==> src/rtl/gfx_irq_pkg.sv <==
package gfx_irq_pkg;
  localparam int REG_W   = 16;
  localparam int NUM_ERR = 4;
  localparam int ADDR_W  = 3;
  localparam int NUM_LVL = 4;

  localparam int B_ERR   = 15;
  localparam int B_SYNC  = 12;
  localparam int B_PFLIP = 11;
  localparam int B_OFLIP = 9;
  localparam int B_VBL   = 7;
  localparam int B_DEVT  = 6;
  localparam int B_USER  = 1;
  localparam int B_BRK   = 0;

  localparam logic [REG_W-1:0] IMPL_MASK = 16'h9AC3;

  typedef enum logic [ADDR_W-1:0] {
    A_STAT   = 3'd0,
    A_IDENT  = 3'd1,
    A_ENABLE = 3'd2,
    A_MASK   = 3'd3,
    A_ESTAT  = 3'd4,
    A_EMASK  = 3'd5
  } reg_addr_e;
endpackage

==> src/rtl/gfx_irq_err.sv <==
module gfx_irq_err #(
  parameter int NUM_ERR = 4
) (
  input  logic               clk_i,
  input  logic               rst_ni,
  input  logic [NUM_ERR-1:0] err_src_i,
  input  logic               clr_we_i,
  input  logic               mask_we_i,
  input  logic [NUM_ERR-1:0] wdata_i,
  output logic [NUM_ERR-1:0] err_stat_o,
  output logic [NUM_ERR-1:0] err_mask_o,
  output logic               lvl_o,
  output logic               lvl_nxt_o
);
  logic [NUM_ERR-1:0] stat_q, stat_d, mask_q, clr_v;

  assign clr_v  = clr_we_i ? wdata_i : '0;
  // set wins over write-one-to-clear
  assign stat_d = (stat_q & ~clr_v) | err_src_i;

  always_ff @(posedge clk_i or negedge rst_ni) begin
    if (!rst_ni) begin
      stat_q <= '0;
      mask_q <= '0;
    end else begin
      stat_q <= stat_d;
      if (mask_we_i) mask_q <= wdata_i;
    end
  end

  assign err_stat_o = stat_q;
  assign err_mask_o = mask_q;
  assign lvl_o      = |(stat_q & ~mask_q);
  assign lvl_nxt_o  = |(stat_d & ~mask_q);

  assert_err_set_R3: assert property (@(posedge clk_i) disable iff (!rst_ni)
    (err_src_i != '0) |=> ((stat_q & $past(err_src_i)) == $past(err_src_i)));
endmodule

==> src/rtl/gfx_irq_flip.sv <==
module gfx_irq_flip (
  input  logic clk_i,
  input  logic rst_ni,
  input  logic req_i,
  input  logic done_i,
  output logic pend_o,
  output logic done_evt_o
);
  logic pend_q, pend_d;

  always_comb begin
    pend_d = pend_q;
    if (req_i)       pend_d = 1'b1;
    else if (done_i) pend_d = 1'b0;
  end

  always_ff @(posedge clk_i or negedge rst_ni) begin
    if (!rst_ni) pend_q <= 1'b0;
    else         pend_q <= pend_d;
  end

  assign pend_o     = pend_q;
  assign done_evt_o = pend_q & ~pend_d;

  assert_flip_set_R6: assert property (@(posedge clk_i) disable iff (!rst_ni)
    req_i |=> pend_q);
  assert_flip_clear_R6: assert property (@(posedge clk_i) disable iff (!rst_ni)
    (done_i && !req_i) |=> !pend_q);
endmodule

==> src/rtl/gfx_irq_sync.sv <==
module gfx_irq_sync #(
  parameter int NUM_ENG = 3
) (
  input  logic               clk_i,
  input  logic               rst_ni,
  input  logic               flush_done_i,
  input  logic               sync_en_i,
  input  logic [NUM_ENG-1:0] eng_idle_i,
  output logic               sync_o,
  output logic               tog_evt_o
);
  logic sync_q;

  assign tog_evt_o = flush_done_i & sync_en_i & (&eng_idle_i);

  always_ff @(posedge clk_i or negedge rst_ni) begin
    if (!rst_ni)        sync_q <= 1'b0;
    else if (tog_evt_o) sync_q <= ~sync_q;
  end

  assign sync_o = sync_q;

  assert_sync_toggle_R5: assert property (@(posedge clk_i) disable iff (!rst_ni)
    (flush_done_i && sync_en_i && (&eng_idle_i)) |=> (sync_q != $past(sync_q)));
endmodule

==> src/rtl/gfx_irq_lvl.sv <==
module gfx_irq_lvl #(
  parameter int N = 4
) (
  input  logic         clk_i,
  input  logic         rst_ni,
  input  logic [N-1:0] lvl_i,
  output logic [N-1:0] lvl_o,
  output logic [N-1:0] rise_o
);
  logic [N-1:0] lvl_q;

  always_ff @(posedge clk_i or negedge rst_ni) begin
    if (!rst_ni) lvl_q <= '0;
    else         lvl_q <= lvl_i;
  end

  assign lvl_o  = lvl_q;
  assign rise_o = lvl_i & ~lvl_q;
endmodule

==> src/rtl/gfx_irq_ctrl.sv <==
module gfx_irq_ctrl
  import gfx_irq_pkg::*;
#(
  parameter int NUM_ENG = 3
) (
  input  logic               clk_i,
  input  logic               rst_ni,
  input  logic [NUM_ERR-1:0] err_src_i,
  input  logic               flush_done_i,
  input  logic               sync_en_i,
  input  logic [NUM_ENG-1:0] eng_idle_i,
  input  logic               pri_flip_req_i,
  input  logic               pri_flip_done_i,
  input  logic               ovl_flip_req_i,
  input  logic               ovl_flip_done_i,
  input  logic               vblank_i,
  input  logic               disp_evt_i,
  input  logic               user_irq_i,
  input  logic               brkpt_i,
  input  logic [ADDR_W-1:0]  reg_addr_i,
  input  logic               reg_we_i,
  input  logic [REG_W-1:0]   reg_wdata_i,
  output logic [REG_W-1:0]   reg_rdata_o,
  output logic               irq_o
);
  localparam int NUM_FLIP = 2;

  logic [REG_W-1:0] iir_q, iir_d, en_q, msk_q, stat_v, set_v, set_m, clr_v;
  logic [NUM_ERR-1:0] err_stat, err_mask;
  logic err_lvl, err_lvl_nxt;
  logic sync_lvl, sync_evt;
  logic [NUM_FLIP-1:0] flip_req, flip_done, flip_pend, flip_evt;
  logic [NUM_LVL-1:0] lvl_in, lvl_q, lvl_rise;
  logic we_ident, we_en, we_msk, we_estat, we_emask;

  assign we_ident = reg_we_i && (reg_addr_i == A_IDENT);
  assign we_en    = reg_we_i && (reg_addr_i == A_ENABLE);
  assign we_msk   = reg_we_i && (reg_addr_i == A_MASK);
  assign we_estat = reg_we_i && (reg_addr_i == A_ESTAT);
  assign we_emask = reg_we_i && (reg_addr_i == A_EMASK);

  gfx_irq_err #(.NUM_ERR(NUM_ERR)) err_i (
    .clk_i, .rst_ni,
    .err_src_i  (err_src_i),
    .clr_we_i   (we_estat),
    .mask_we_i  (we_emask),
    .wdata_i    (reg_wdata_i[NUM_ERR-1:0]),
    .err_stat_o (err_stat),
    .err_mask_o (err_mask),
    .lvl_o      (err_lvl),
    .lvl_nxt_o  (err_lvl_nxt)
  );

  gfx_irq_sync #(.NUM_ENG(NUM_ENG)) sync_i (
    .clk_i, .rst_ni,
    .flush_done_i (flush_done_i),
    .sync_en_i    (sync_en_i),
    .eng_idle_i   (eng_idle_i),
    .sync_o       (sync_lvl),
    .tog_evt_o    (sync_evt)
  );

  // index 0: primary display, 1: overlay
  assign flip_req  = {ovl_flip_req_i,  pri_flip_req_i};
  assign flip_done = {ovl_flip_done_i, pri_flip_done_i};

  for (genvar g = 0; g < NUM_FLIP; g++) begin : g_flip
    gfx_irq_flip flip_i (
      .clk_i, .rst_ni,
      .req_i      (flip_req[g]),
      .done_i     (flip_done[g]),
      .pend_o     (flip_pend[g]),
      .done_evt_o (flip_evt[g])
    );
  end

  assign lvl_in = {vblank_i, disp_evt_i, user_irq_i, brkpt_i};

  gfx_irq_lvl #(.N(NUM_LVL)) lvl_i (
    .clk_i, .rst_ni,
    .lvl_i  (lvl_in),
    .lvl_o  (lvl_q),
    .rise_o (lvl_rise)
  );

  always_comb begin
    stat_v          = '0;
    stat_v[B_ERR]   = err_lvl;
    stat_v[B_SYNC]  = sync_lvl;
    stat_v[B_PFLIP] = flip_pend[0];
    stat_v[B_OFLIP] = flip_pend[1];
    stat_v[B_VBL]   = lvl_q[3];
    stat_v[B_DEVT]  = lvl_q[2];
    stat_v[B_USER]  = lvl_q[1];
    stat_v[B_BRK]   = lvl_q[0];
  end

  // error bit is level-set, so it survives a clear while the source persists
  always_comb begin
    set_v          = '0;
    set_v[B_ERR]   = err_lvl_nxt;
    set_v[B_SYNC]  = sync_evt;
    set_v[B_PFLIP] = flip_evt[0];
    set_v[B_OFLIP] = flip_evt[1];
    set_v[B_VBL]   = lvl_rise[3];
    set_v[B_DEVT]  = lvl_rise[2];
    set_v[B_USER]  = lvl_rise[1];
    set_v[B_BRK]   = lvl_rise[0];
  end

  assign set_m = set_v & ~msk_q;
  assign clr_v = we_ident ? reg_wdata_i : '0;
  assign iir_d = ((iir_q & ~clr_v) | set_m) & IMPL_MASK;

  always_ff @(posedge clk_i or negedge rst_ni) begin
    if (!rst_ni) begin
      iir_q <= '0;
      en_q  <= '0;
      msk_q <= '0;
    end else begin
      iir_q <= iir_d;
      if (we_en)  en_q  <= reg_wdata_i & IMPL_MASK;
      if (we_msk) msk_q <= reg_wdata_i & IMPL_MASK;
    end
  end

  always_comb begin
    unique case (reg_addr_i)
      A_STAT:   reg_rdata_o = stat_v;
      A_IDENT:  reg_rdata_o = iir_q;
      A_ENABLE: reg_rdata_o = en_q;
      A_MASK:   reg_rdata_o = msk_q;
      A_ESTAT:  reg_rdata_o = {{(REG_W-NUM_ERR){1'b0}}, err_stat};
      A_EMASK:  reg_rdata_o = {{(REG_W-NUM_ERR){1'b0}}, err_mask};
      default:  reg_rdata_o = '0;
    endcase
  end

  assign irq_o = |(iir_q & en_q);

  assert_w1c_R9: assert property (@(posedge clk_i) disable iff (!rst_ni)
    we_ident |=> ((iir_q & $past(reg_wdata_i & ~set_m)) == '0));
  assert_mask_block_R8: assert property (@(posedge clk_i) disable iff (!rst_ni)
    ((iir_q & ~$past(iir_q) & $past(msk_q)) == '0));
  assert_err_hold_R4: assert property (@(posedge clk_i) disable iff (!rst_ni)
    (err_lvl_nxt && !msk_q[B_ERR]) |=> iir_q[B_ERR]);
endmodule

==> config.mk <==
export PLATFORM = sky130hd
export DESIGN_NAME = gfx_irq_ctrl
export DESIGN_NICKNAME = d
export VERILOG_FILES = /design/src/rtl/gfx_irq_pkg.sv /design/src/rtl/gfx_irq_err.sv /design/src/rtl/gfx_irq_flip.sv /design/src/rtl/gfx_irq_sync.sv /design/src/rtl/gfx_irq_lvl.sv /design/src/rtl/gfx_irq_ctrl.sv
export SDC_FILE = /design/constraint.sdc
export NUM_CORES = 1
export LEC_CHECK = 0
export BUFFER_PORTS_ARGS = -buffer_cell sky130_fd_sc_hd__buf_4
export CELL_PAD_IN_SITES_DETAIL_PLACEMENT = 0
export CELL_PAD_IN_SITES_GLOBAL_PLACEMENT = 1
export CORE_MARGIN = 1
export CORE_UTILIZATION = 40
export DETAILED_ROUTE_END_ITERATION = 10
export GPL_TIMING_DRIVEN = 0
export PLACE_DENSITY = 0.81
export SLEW_MARGIN = 25
export SYNTH_ARGS = -nofsm -noshare
export SYNTH_HDL_FRONTEND = slang
export SYNTH_SLANG_ARGS = --single-unit
export TNS_END_PERCENT = 10
==> constraint.sdc <==
create_clock -name clk_i -period 1.6 [get_ports clk_i]
set_clock_uncertainty 0.05 [all_clocks]
set_input_delay 0.24 -clock clk_i [delete_from_list [all_inputs] [get_ports clk_i]]
set_output_delay 0.24 -clock clk_i [all_outputs]
set_load 0.03 [all_outputs]
# [After elaboration in Yosys (flattened, before gate mapping)]
# Index checks and enable logic that the tools add are counted.
[totals] word_cells=52 inputBits=39 reg_bits=39
[op_classes] eq_ne=5 reduce_logical=10 n_mux=7 bitwise=21
[op_table] cell="$pmux W16 S6" n=1
[op_table] cell="$and A16 B16 Y16" n=3
[op_table] cell="$not A16 Y16" n=2
[op_table] cell="$and A4 B4 Y4" n=4
[op_table] cell="$mux W16" n=1
[op_table] cell="$or A16 B16 Y16" n=1
[op_table] cell="$reduce_or A16 Y1" n=1
[op_table] cell="$not A4 Y4" n=3
[op_table] cell="$reduce_or A4 Y1" n=2
[op_table] cell="$eq A3 B2 Y1 const B" n=2
[op_table] cell="$eq A3 B3 Y1 const B" n=2
[op_table] cell="$logic_and A1 B1 Y1" n=5
[op_table] cell="$and A1 B1 Y1" n=4
[op_table] cell="$mux W1" n=4
[op_table] cell="$mux W4" n=1
[op_table] cell="$or A4 B4 Y4" n=1
[op_table] cell="$eq A3 B1 Y1 const B" n=1
[op_table] cell="$logic_not A3 Y1" n=1
[op_table] cell="$not A1 Y1" n=3
[op_table] cell="$reduce_and A3 Y1" n=1

# [Longest topological paths before layout]
# Gate-level depths: netlist (run 1).
[logic_depth] depth_word=10 mapped_depth=6

# [Hierarchy]
# A second synthesis (run 1) with hierarchy kept.
[unflattened] hier_cells=175 area_unflattened_um2=2074.5
[by_module_without_submodules] module="gfx_irq_ctrl" cells_each=115 instances=1 area_each_um2=1418.9
[by_module_without_submodules] module="gfx_irq_err" cells_each=37 instances=1 area_each_um2=364.1
[by_module_without_submodules] module="gfx_irq_lvl" cells_each=8 instances=1 area_each_um2=155.1
[by_module_without_submodules] module="gfx_irq_flip" cells_each=5 instances=2 area_each_um2=43.8
[by_module_without_submodules] module="gfx_irq_sync" cells_each=5 instances=1 area_each_um2=48.8

# [Least setup slack after synthesis (run 1)]
# OpenSTA, ideal clock, no wires.
[synth_path] path_kind="in2out" startpoint="in reg_addr_i[0]" endpoint="out reg_rdata_o[1]" cell_stages=5 path_slack_ns=-0.054 arrival_time_ns=1.364 path_buffers=2 cell_sequence="buf_4 buf_4 mux4_2 nand2_1 o21ai_1"
[synth_via] elab_chain_len=2 elab_cells_between_ends=7 classes_between="eq/ne: 5; mux: 1; reduce/logical: 1"
[synth_rtl] element="start, declared" line_no="gfx_irq_ctrl.sv:20" rtl="input logic [ADDR_W-1:0] reg_addr_i,"
[synth_rtl] element="$eq A3 B3 Y1 (tied with other cells)" line_no="gfx_irq_ctrl.sv:128" rtl="unique case (reg_addr_i)"
[synth_rtl] element="$pmux W16 S6 *" line_no="gfx_irq_ctrl.sv:128"
[synth_rtl] element="end, declared" line_no="gfx_irq_ctrl.sv:23" rtl="output logic [REG_W-1:0] reg_rdata_o,"
# Every way passes the cells marked *; elsewhere a longest branch is shown, timed or not.

# [Final worst setup path (run 1)]
[layout_path] startpoint="reg err_i.mask_q[1], in the netlist err_i.err_mask_o[1]" endpoint="out reg_rdata_o[15]"
[layout_via] elab_chain_len=4
[layout_rtl] element="start, declared" line_no="gfx_irq_err.sv:15" rtl="logic [NUM_ERR-1:0] stat_q, stat_d, mask_q, clr_v;"
[layout_rtl] element="start signal, assigned" line_no="gfx_irq_err.sv:27" rtl="if (mask_we_i) mask_q <= wdata_i;"
[layout_rtl] element="$not A4 Y4" line_no="gfx_irq_err.sv:33" rtl="assign lvl_o = |(stat_q & ~mask_q);"
[layout_rtl] element="$and A4 B4 Y4" line_no="gfx_irq_err.sv:33"
[layout_rtl] element="$reduce_or A4 Y1" line_no="gfx_irq_err.sv:33"
[layout_rtl] element="$pmux W16 S6" line_no="gfx_irq_ctrl.sv:128"
# No other way between the ends.

==> results of run 1 <==
[repair_timing]
item                                   4_1_cts  5_1_grt
endpoints found under the hold margin       39        2
setup buffers                                7        2
hold buffers                                 1        2
pin swaps                                    3        0
setup endpoints to repair                    8        9
gates resized for setup                     15        1
[cells in the final DEF, fill, tap and decap left out, drive strengths merged, types with 2 or more instances in the layout]
| cell | n |
|---|---|
| a21o | 3 |
| a22o | 4 |
| a22oi | 4 |
| a311o | 4 |
| and2 | 6 |
| buf | 63 |
| clkbuf | 6 |
| conb | 6 |
| dfrtp | 39 |
| dlygate4sd3 | 3 |
| inv | 8 |
| mux2 | 20 |
| mux2i | 5 |
| mux4 | 7 |
| nand2 | 24 |
| nand2b | 6 |
| nand4 | 2 |
| nor2 | 12 |
| nor4bb | 3 |
| o21ai | 4 |
[metal layers]
metal | vias to the layer above | global-route usage [%] | wire (um)
li1 | 734 | - | -
met1 | 761 | 24.0 | 2040
met2 | 30 | 29.3 | 2170
met3 | 6 | 4.80 | 164
met4 | 0 | 5.77 | 53
met5 | - | 0 | 0
[worst max-delay path, delay by kind of cell (launching register included)]
kind | cells | cell delay [ps]
multiplexers | 1 | 470
AO/OA/AOI/OAI | 1 | 100
buffers and inverters | 1 | 130
flip-flops | 1 | 360
AND/OR/NAND/NOR | 2 | 280
[cell type report]
cell class                      instances  area share, %
Sequential cell                        39           36.0
Timing Repair Buffer                   52           15.7
Inverter                                8           1.11
Clock inverter                          2           1.29
Tap cell                               67           3.10
Multi-Input combinational cell        119           35.8
Buffer                                 14           3.93
Clock buffer                            6           3.05
[flip-flops by register name, indices dropped and copies added (netlist names)]
name / cells
lvl_i.lvl_o: 4
sync_i.sync_o: 1
err_i.err_mask_o: 4
en_q: 8
g_flip.flip_i.pend_o: 2
err_i.err_stat_o: 4
iir_q: 8
msk_q: 8
[power by group through the flow]
stage / Clock, W / Sequential [W] / Combinational [W]
finish: 0.000853 / 0.00127 / 0.000727
global placement: 0 / 0.00129 / 0.000627
CTS: 0.000874 / 0.00126 / 0.000721
detailed placement: 0 / 0.00129 / 0.000638
floorplan: 0 / 0.00125 / 0.000443
global route: 0.000923 / 0.00129 / 0.000789
[cells by family (layout without fill, tap and decap cells)]
logic type | count (synthesis) | count (layout) | share of synthesized area, %
simple gates | 56 | 56 | 14.5
flops | 39 | 39 | 48.0
mux | 32 | 32 | 21.3
compound gates | 24 | 24 | 9.11
buf+inv | 22 | 82 | 6.52
other cells | 1 | 6 | 0.184
xor+xnor | 1 | 1 | 0.431
[final timing paths]
kind	to	slack, ps	cells past startpoint
max	reg_rdata_o[15]	-330	5
min	lvl_i.lvl_o[0]	10	1
min reg2reg	sync_i.sync_o	430	1
max in group asynchronous	lvl_i.lvl_o[1]	750	2
min in group asynchronous	err_i.err_stat_o[3]	390	2
max reg2reg	iir_q[15]	280	6
[per-stage QoR]
stage / std cells / util, % / worst slack, ps / hold WS [ps] / setup TNS (ps)
floorplan: 180 / - / -36.3 / -106 / -72.6
global placement: 287 / 50.6 / -216 / 196 / -767
detailed placement: 287 / 50.6 / -220 / 194 / -804
CTS: 303 / 55.4 / -340 / 0.844 / -1420
global route: 307 / 56.2 / -403 / 1.20 / -1810
finish: 307 / 56.2 / -326 / 11.8 / -1340
==> summary.md, run 1 <==
| Metric | Value |
|---|---|
| Outcome | complete, but fails checks |
| Failing checks | setup timing |
| Largest net degree at the start of global routing | 40 |
| CP max FO | 2 |
| Drt initial violations | 80 |
| Fin crit share | 120% |
| Arr. time, crit path | 1640 ps |
| DP HPWL | 3.10 mm |
| Vias | 1531 |
| Pins Over Slew Limit | 0 |
| Htree depth | 2 |
| IR drop worst, VDD | 0.000545 V |
| Routed len/inst | 14.4 um |
| Reg2reg start | err_i.err_stat_o[1] |
| Finish-stage setup viols | 8 |
| Buffers on Ports | 40 |
| Pwr dens | 1050 mW/mm2 |
| Final nets | 278 |
| Chip width | 73.3 um |
| First-pass GRT wire length | 7.14 mm |
| Cell Area, Placed | 0.00244 mm2 |
| Reg area | 976 um2 |
| Die H | 73.3 um |
| Die area | 0.00537 mm2 |
| Initial antenna violation count | 0 |
| Hold WC Path Type | in -> reg |
| CP cell instances | nand2b_1 -> o2111ai_1 -> mux4_2 -> and2_4 -> buf_6 |
| Final hold vios | 0 |
| CP Launch Point | err_i.err_mask_o[1] |
| Total gr overflow | 0 |
| Setup ws final | -326 ps |
| Distinct cell type count after synthesis | 34 |
| Async set-reset flop share out of synthesis | 100% |
| Syn Inst Count | 175 |
| Seq pwr share | 44.5% |
| CTS tree | done |
| Peak Freq | 0.519 GHz |
| Syn Std Cell Area | 0.00203 mm2 |
| Synth warnings | 0 |
| Fillers | 462 |
| Most common cell in the synthesized netlist | dfrtp_1 |
| Min Tclk post-route | 1930 ps |
| Leading cell types by count after synthesis | dfrtp_1, nand2_1, mux2_1 |
| Cts bufs inserted | 5 |
| Pleak | 1.27 nW |
| Share of post-route cells with drive strength above 1 | 39.2% |
| Syn_area_per_cell | 11.6 um2 |
| Startpoint types | register |
| Area Growth Syn to Fin | 33.2% |
| ANT cells | 0 |
| Root Buffer | clkbuf_8 |
| Synthesized flop and latch total | 39 |
| Combinational share of power | 25.5% |
| EDFF count, synth | 0 |
| Vias in the first global route | 1463 |
| Switching Fraction | 27.5% |
| CTS clk-pin slew, worst paths | 80 ps |
| RSZ-0062 raised after global routing | yes |
| Final Instance Area | 0.00271 mm2 |
| # IOs | 56 |
| Crit-path max cell delay | 470 ps |
| Clock Path Buffers | 2 |
| Slowest-stage cell, CP | mux4_2 |
| Max_cap viols | 0 |
| Post-synth top area cell | dfrtp_1 |
| Crit end category | output port |
| Synth top area cells | dfrtp_1, mux2_1, mux4_2 |
| Switch Pwr | 0.000783 W |
| Initial Utilization | 42.2% |
| Row Count | 25 |
| Clk_lat worst skew | 290 ps |
| Multi-input gate area | 970 um2 |
| Clock Power Share | 30.0% |
| Vias per inst | 4.99 |
| Drt pass-1 iters | 4 |
| Min-Delay Startpoint | brkpt_i |
| Share of the synthesized area in the top cell type | 48.0% |
| Post-synth top flop | dfrtp_1 |
| Final wirelength | 4.42 mm |
| Residual DRC | 0 |
| P_int | 0.00206 W |
| Clock sinks | 39 |
| Register area share after synthesis | 48.0% |
| Antenna-violating nets left | 0 |
| Setup CP Type | reg -> out |
| Worst Path Required | 1310 ps |
| Tot Pwr | 0.00285 W |
| Final weighted congestion in routability-driven placement | 0.765 |
| Overall Global Routing Usage | 18.2% |
| Area of the core | 0.00482 mm2 |
(Power assumes the default switching activity.)
==> run 2: changes to the inputs <==
--- a/config.mk
+++ b/config.mk
@@ -5,13 +5,13 @@
 export SDC_FILE = /design/constraint.sdc
 export NUM_CORES = 1
 export LEC_CHECK = 0
+export ABC_AREA = 1
 export BUFFER_PORTS_ARGS = -buffer_cell sky130_fd_sc_hd__buf_4
 export CELL_PAD_IN_SITES_DETAIL_PLACEMENT = 0
 export CELL_PAD_IN_SITES_GLOBAL_PLACEMENT = 1
 export CORE_MARGIN = 1
-export CORE_UTILIZATION = 40
+export CORE_UTILIZATION = 38
 export DETAILED_ROUTE_END_ITERATION = 10
-export GPL_TIMING_DRIVEN = 0
 export PLACE_DENSITY = 0.81
 export SLEW_MARGIN = 25
 export SYNTH_ARGS = -nofsm -noshare
==> constraint.sdc (replaced) <==
create_clock -name clk_i -period 1.6 [get_ports clk_i]
set_clock_uncertainty 0.05 [all_clocks]
set_input_delay 0.08 -clock clk_i [delete_from_list [all_inputs] [get_ports clk_i]]
set_output_delay 0.08 -clock clk_i [all_outputs]
set_load 0.03 [all_outputs]
==> run 2 against run 1 <==
Against the previous run: the flow now finishes without violations; power down 12%; register-to-register slack better by 60 ps; utilization down 5.1 points; sequential power about the same; sequential cell count unchanged; die area up 3.2%; routed wire length down 0.36%; design area down 4.3%; critical endpoint is now irq_o; largest power group unchanged.
==> summary.md, run 2 <==
| Metric | Value |
|---|---|
| Outcome | finished clean |
| XOR/XNOR Fraction of Synth Area | 0.439% (+0.0084 points) |
| R2r setup slk | 340 ps (+60 ps) |
| Initial Utilization | 39.3% (-2.9 points) |
| Most common cell in the synthesized netlist | nand2_1 |
| Min-Delay Startpoint | ovl_flip_req_i |
| Commonest cells after routing, fill and taps aside | nand2_1, buf_4, dfrtp_1 |
| Slowest-stage cell, CP | dfrtp_1 |
| Clock Path Buffers | 2 (unchanged) |
| Crit-path max cell delay | 400 ps (-70 ps) |
| RSZ-0062 raised after global routing | no |
| Fin crit share | 96.5% (-24 points) |
| Die area | 0.00554 mm2 (+3.2%) |
| Syn Std Cell Area | 0.00199 mm2 (-1.9%) |
| EDFF count, synth | 0 (unchanged) |
| Vias in the first global route | 1627 (+11%) |
| CP cell instances | a22o_1 -> a221oi_2 -> nand2_1 -> buf_4 |
| Die H | 74.4 um (+1.6%) |
| Syn Inst Count | 227 (+30%) |
| Reg2reg end | g_flip[1].flip_i.pend_o |
| Antenna-violating nets left | 0 (unchanged) |
| DP HPWL | 3.14 mm (+1.3%) |
| Vias | 1682 (+9.9%) |
| Share of post-route cells with drive strength above 1 | 29.0% (-10 points) |
| ANT cells | 0 (unchanged) |
| Startpoint types | register |
| Clock sinks | 39 (unchanged) |
| Area of the core | 0.00507 mm2 (+5.4%) |
| Syn_area_per_cell | 8.79 um2 (-24%) |
| Commonest non-fill, non-tap cell in the layout | nand2_1 |
| Hold WC Path Type | in -> reg |
| Post-synth top flop | dfrtp_1 |
| Worst Path Required | 1470 ps (+160 ps) |
| Total gr overflow | 0 (unchanged) |
| Hold Crit Depth | 3 (+2) |
| Drt pass-1 iters | 4 (unchanged) |
| Post-synth top area cell | dfrtp_1 |
| Initial antenna violation count | 0 (unchanged) |
| Min Tclk post-route | 1540 ps (-381 ps) |
| Cts bufs inserted | 5 (unchanged) |
| Synth Area in Adders | 0% (unchanged) |
| Post-Synth Simple-Gate Area | 20.4% (+5.9 points) |
| Drt initial violations | 90 (+13%) |
| IR drop worst, VDD | 0.000749 V (+37%) |
| Biggest regs | en_q (8), iir_q (8), msk_q (8) |
| Arr. time, crit path | 1410 ps (-230 ps) |
| Root Buffer | clkbuf_8 |
| Finish-stage setup viols | 0 (-8) |
| Clk_lat worst skew | 280 ps (about the same) |
| Residual DRC | 0 (unchanged) |
| Synth top area cells | dfrtp_1, nand2_1, o21ai_2 |
| Synth warnings | 0 (unchanged) |
| CTS tree | done |
| Peak Freq | 0.647 GHz (+25%) |
| Area Growth Syn to Fin | 30.0% |
| Reg2reg start | g_flip[1].flip_i.pend_o |
| Overall Global Routing Usage | 18.0% (-0.19 points) |
| Pleak | 1.31 nW (+3.4%) |
| Pwr dens | 961 mW/mm2 (-8.6%) |
| Post-CTS Setup Repair Bufs | 0 (-7) |
| Combinational family with the most area after synthesis | simple AND/OR/NAND/NOR gates |
| Crit end category | output port |
| Vias per inst | 4.67 (-6.3%) |
| Register area share after synthesis | 48.9% (+0.93 points) |
| # IOs | 56 (unchanged) |
| Final wirelength | 4.41 mm (-0.36%) |
| Hold EP | iir_q[9] |
| Setup tns final | 0 ps (+1340 ps) |
| Setup CP Type | reg -> out |
| Final nets | 328 (+18%) |
| CTS clk-pin slew, worst paths | 70 ps (about the same) |
| Final hold vios | 0 (unchanged) |
| Synth Area in Compound Gates | 19.3% (+10 points) |
| Largest net degree at the start of global routing | 40 (unchanged) |
| Htree depth | 2 (unchanged) |
| Buffers on Ports | 43 (+7.5%) |
| Synthesized flop and latch total | 39 (unchanged) |
| CP max FO | 3 (+1) |
| Final weighted congestion in routability-driven placement | 0.780 (+2.1%) |
| Tot Pwr | 0.00249 W (-12%) |
| Leading cell types by count after synthesis | nand2_1, dfrtp_1, inv_1 |
| Chip width | 74.4 um (+1.6%) |
| Pins Over Slew Limit | 0 (unchanged) |
| Distinct cell type count after synthesis | 31 (-8.8%) |
| First-pass GRT wire length | 7.38 mm (+3.3%) |
| Routed len/inst | 12.2 um (-15%) |
| Share of the synthesized area in the top cell type | 48.9% (+0.93 points) |
| Worst reg-to-reg path cell count | 3 (-3) |
| Row Count | 26 (+4.0%) |
| Async set-reset flop share out of synthesis | 100% (unchanged) |
| Multiplexer share of the synthesized area | 0% (-21 points) |
| Max_cap viols | 0 (unchanged) |
-- run 2: repair_timing --
item / 4_1_cts / 5_1_grt
hold endpoints to repair: 55 / 0
resized for setup: 1 / 0
endpoints found under the setup margin: 1 / 0
hold buffers: 15 / 0
-- run 2: cell families (layout without fill, tap and decap cells) --
family | after synthesis | count (layout)
and+or+nand+nor | 89 | 89
AOI/OAI and AO/OA | 54 | 54
buffers and inverters | 43 | 101
DFF | 39 | 39
other | 1 | 6
xor gates and xnor gates | 1 | 1
-- run 2: final cells by class --
class	instances	area (um2)
Timing Repair Buffer	60	488
Multi-Input combinational cell	150	830
Clock buffer	7	76.3
Sequential cell	39	976
Tap cell	70	87.6
Inverter	33	130
Clock inverter	1	5.00
Fill cell	523	2480
-- run 2: how the worst max path moves through the flow --
| stage | endpoint | slack (ps) | startpoint | depth (start not counted) |
|---|---|---|---|---|
| 2_1_floorplan | irq_o | 460 | iir_q[1] | 3 |
| 3_3_place_gp | irq_o | 270 | iir_q[1] | 4 |
| 3_5_place_dp | irq_o | 290 | iir_q[1] | 4 |
| 4_1_cts | irq_o | 60 | iir_q[1] | 4 |
| 5_1_grt | reg_rdata_o[15] | 6 | err_i.err_stat_o[0] | 5 |
| 6_report | irq_o | 60 | iir_q[1] | 4 |
-- run 2: layer usage --
layer	vias to the layer above	GRT usage (%)	wire (um)	part of all wire [%]
li1	860	-	-	-
met1	777	23.9	2090	47
met2	41	29.2	2060	47
met3	4	4.07	220	5.0
met4	0	5.66	46	1.0
met5	-	0	0	0
-- run 2: worst max-delay path, delay by kind of cell, from the launching register on --
kind                   cells  cell delay [ps]
AND/OR/NAND/NOR            1               80
flip-flops                 1              400
AO/OA/AOI/OAI              2              470
buffers and inverters      1              170
-- run 2: report_power, final --
group	switching, W	internal, W	total (W)
clock	0.000318	0.000306	0.000623
sequential	0.000111	0.00113	0.00124
combinational	0.000350	0.000276	0.000626
total	0.000779	0.00171	0.00249
-- run 2: through the flow --
step	hold slack (ps)	std cells	setup slack, ps	cell area [um2]	util (%)
6_report	33.4	360	55.2	2590	51.1
5_1_grt	25.9	360	6.29	2590	51.1
4_1_cts	19.8	360	58.2	2590	51.1
3_5_place_dp	36.9	337	287	2350	46.4
3_3_place_gp	37.1	337	270	2350	46.4
2_1_floorplan	-266	232	458	2010	-
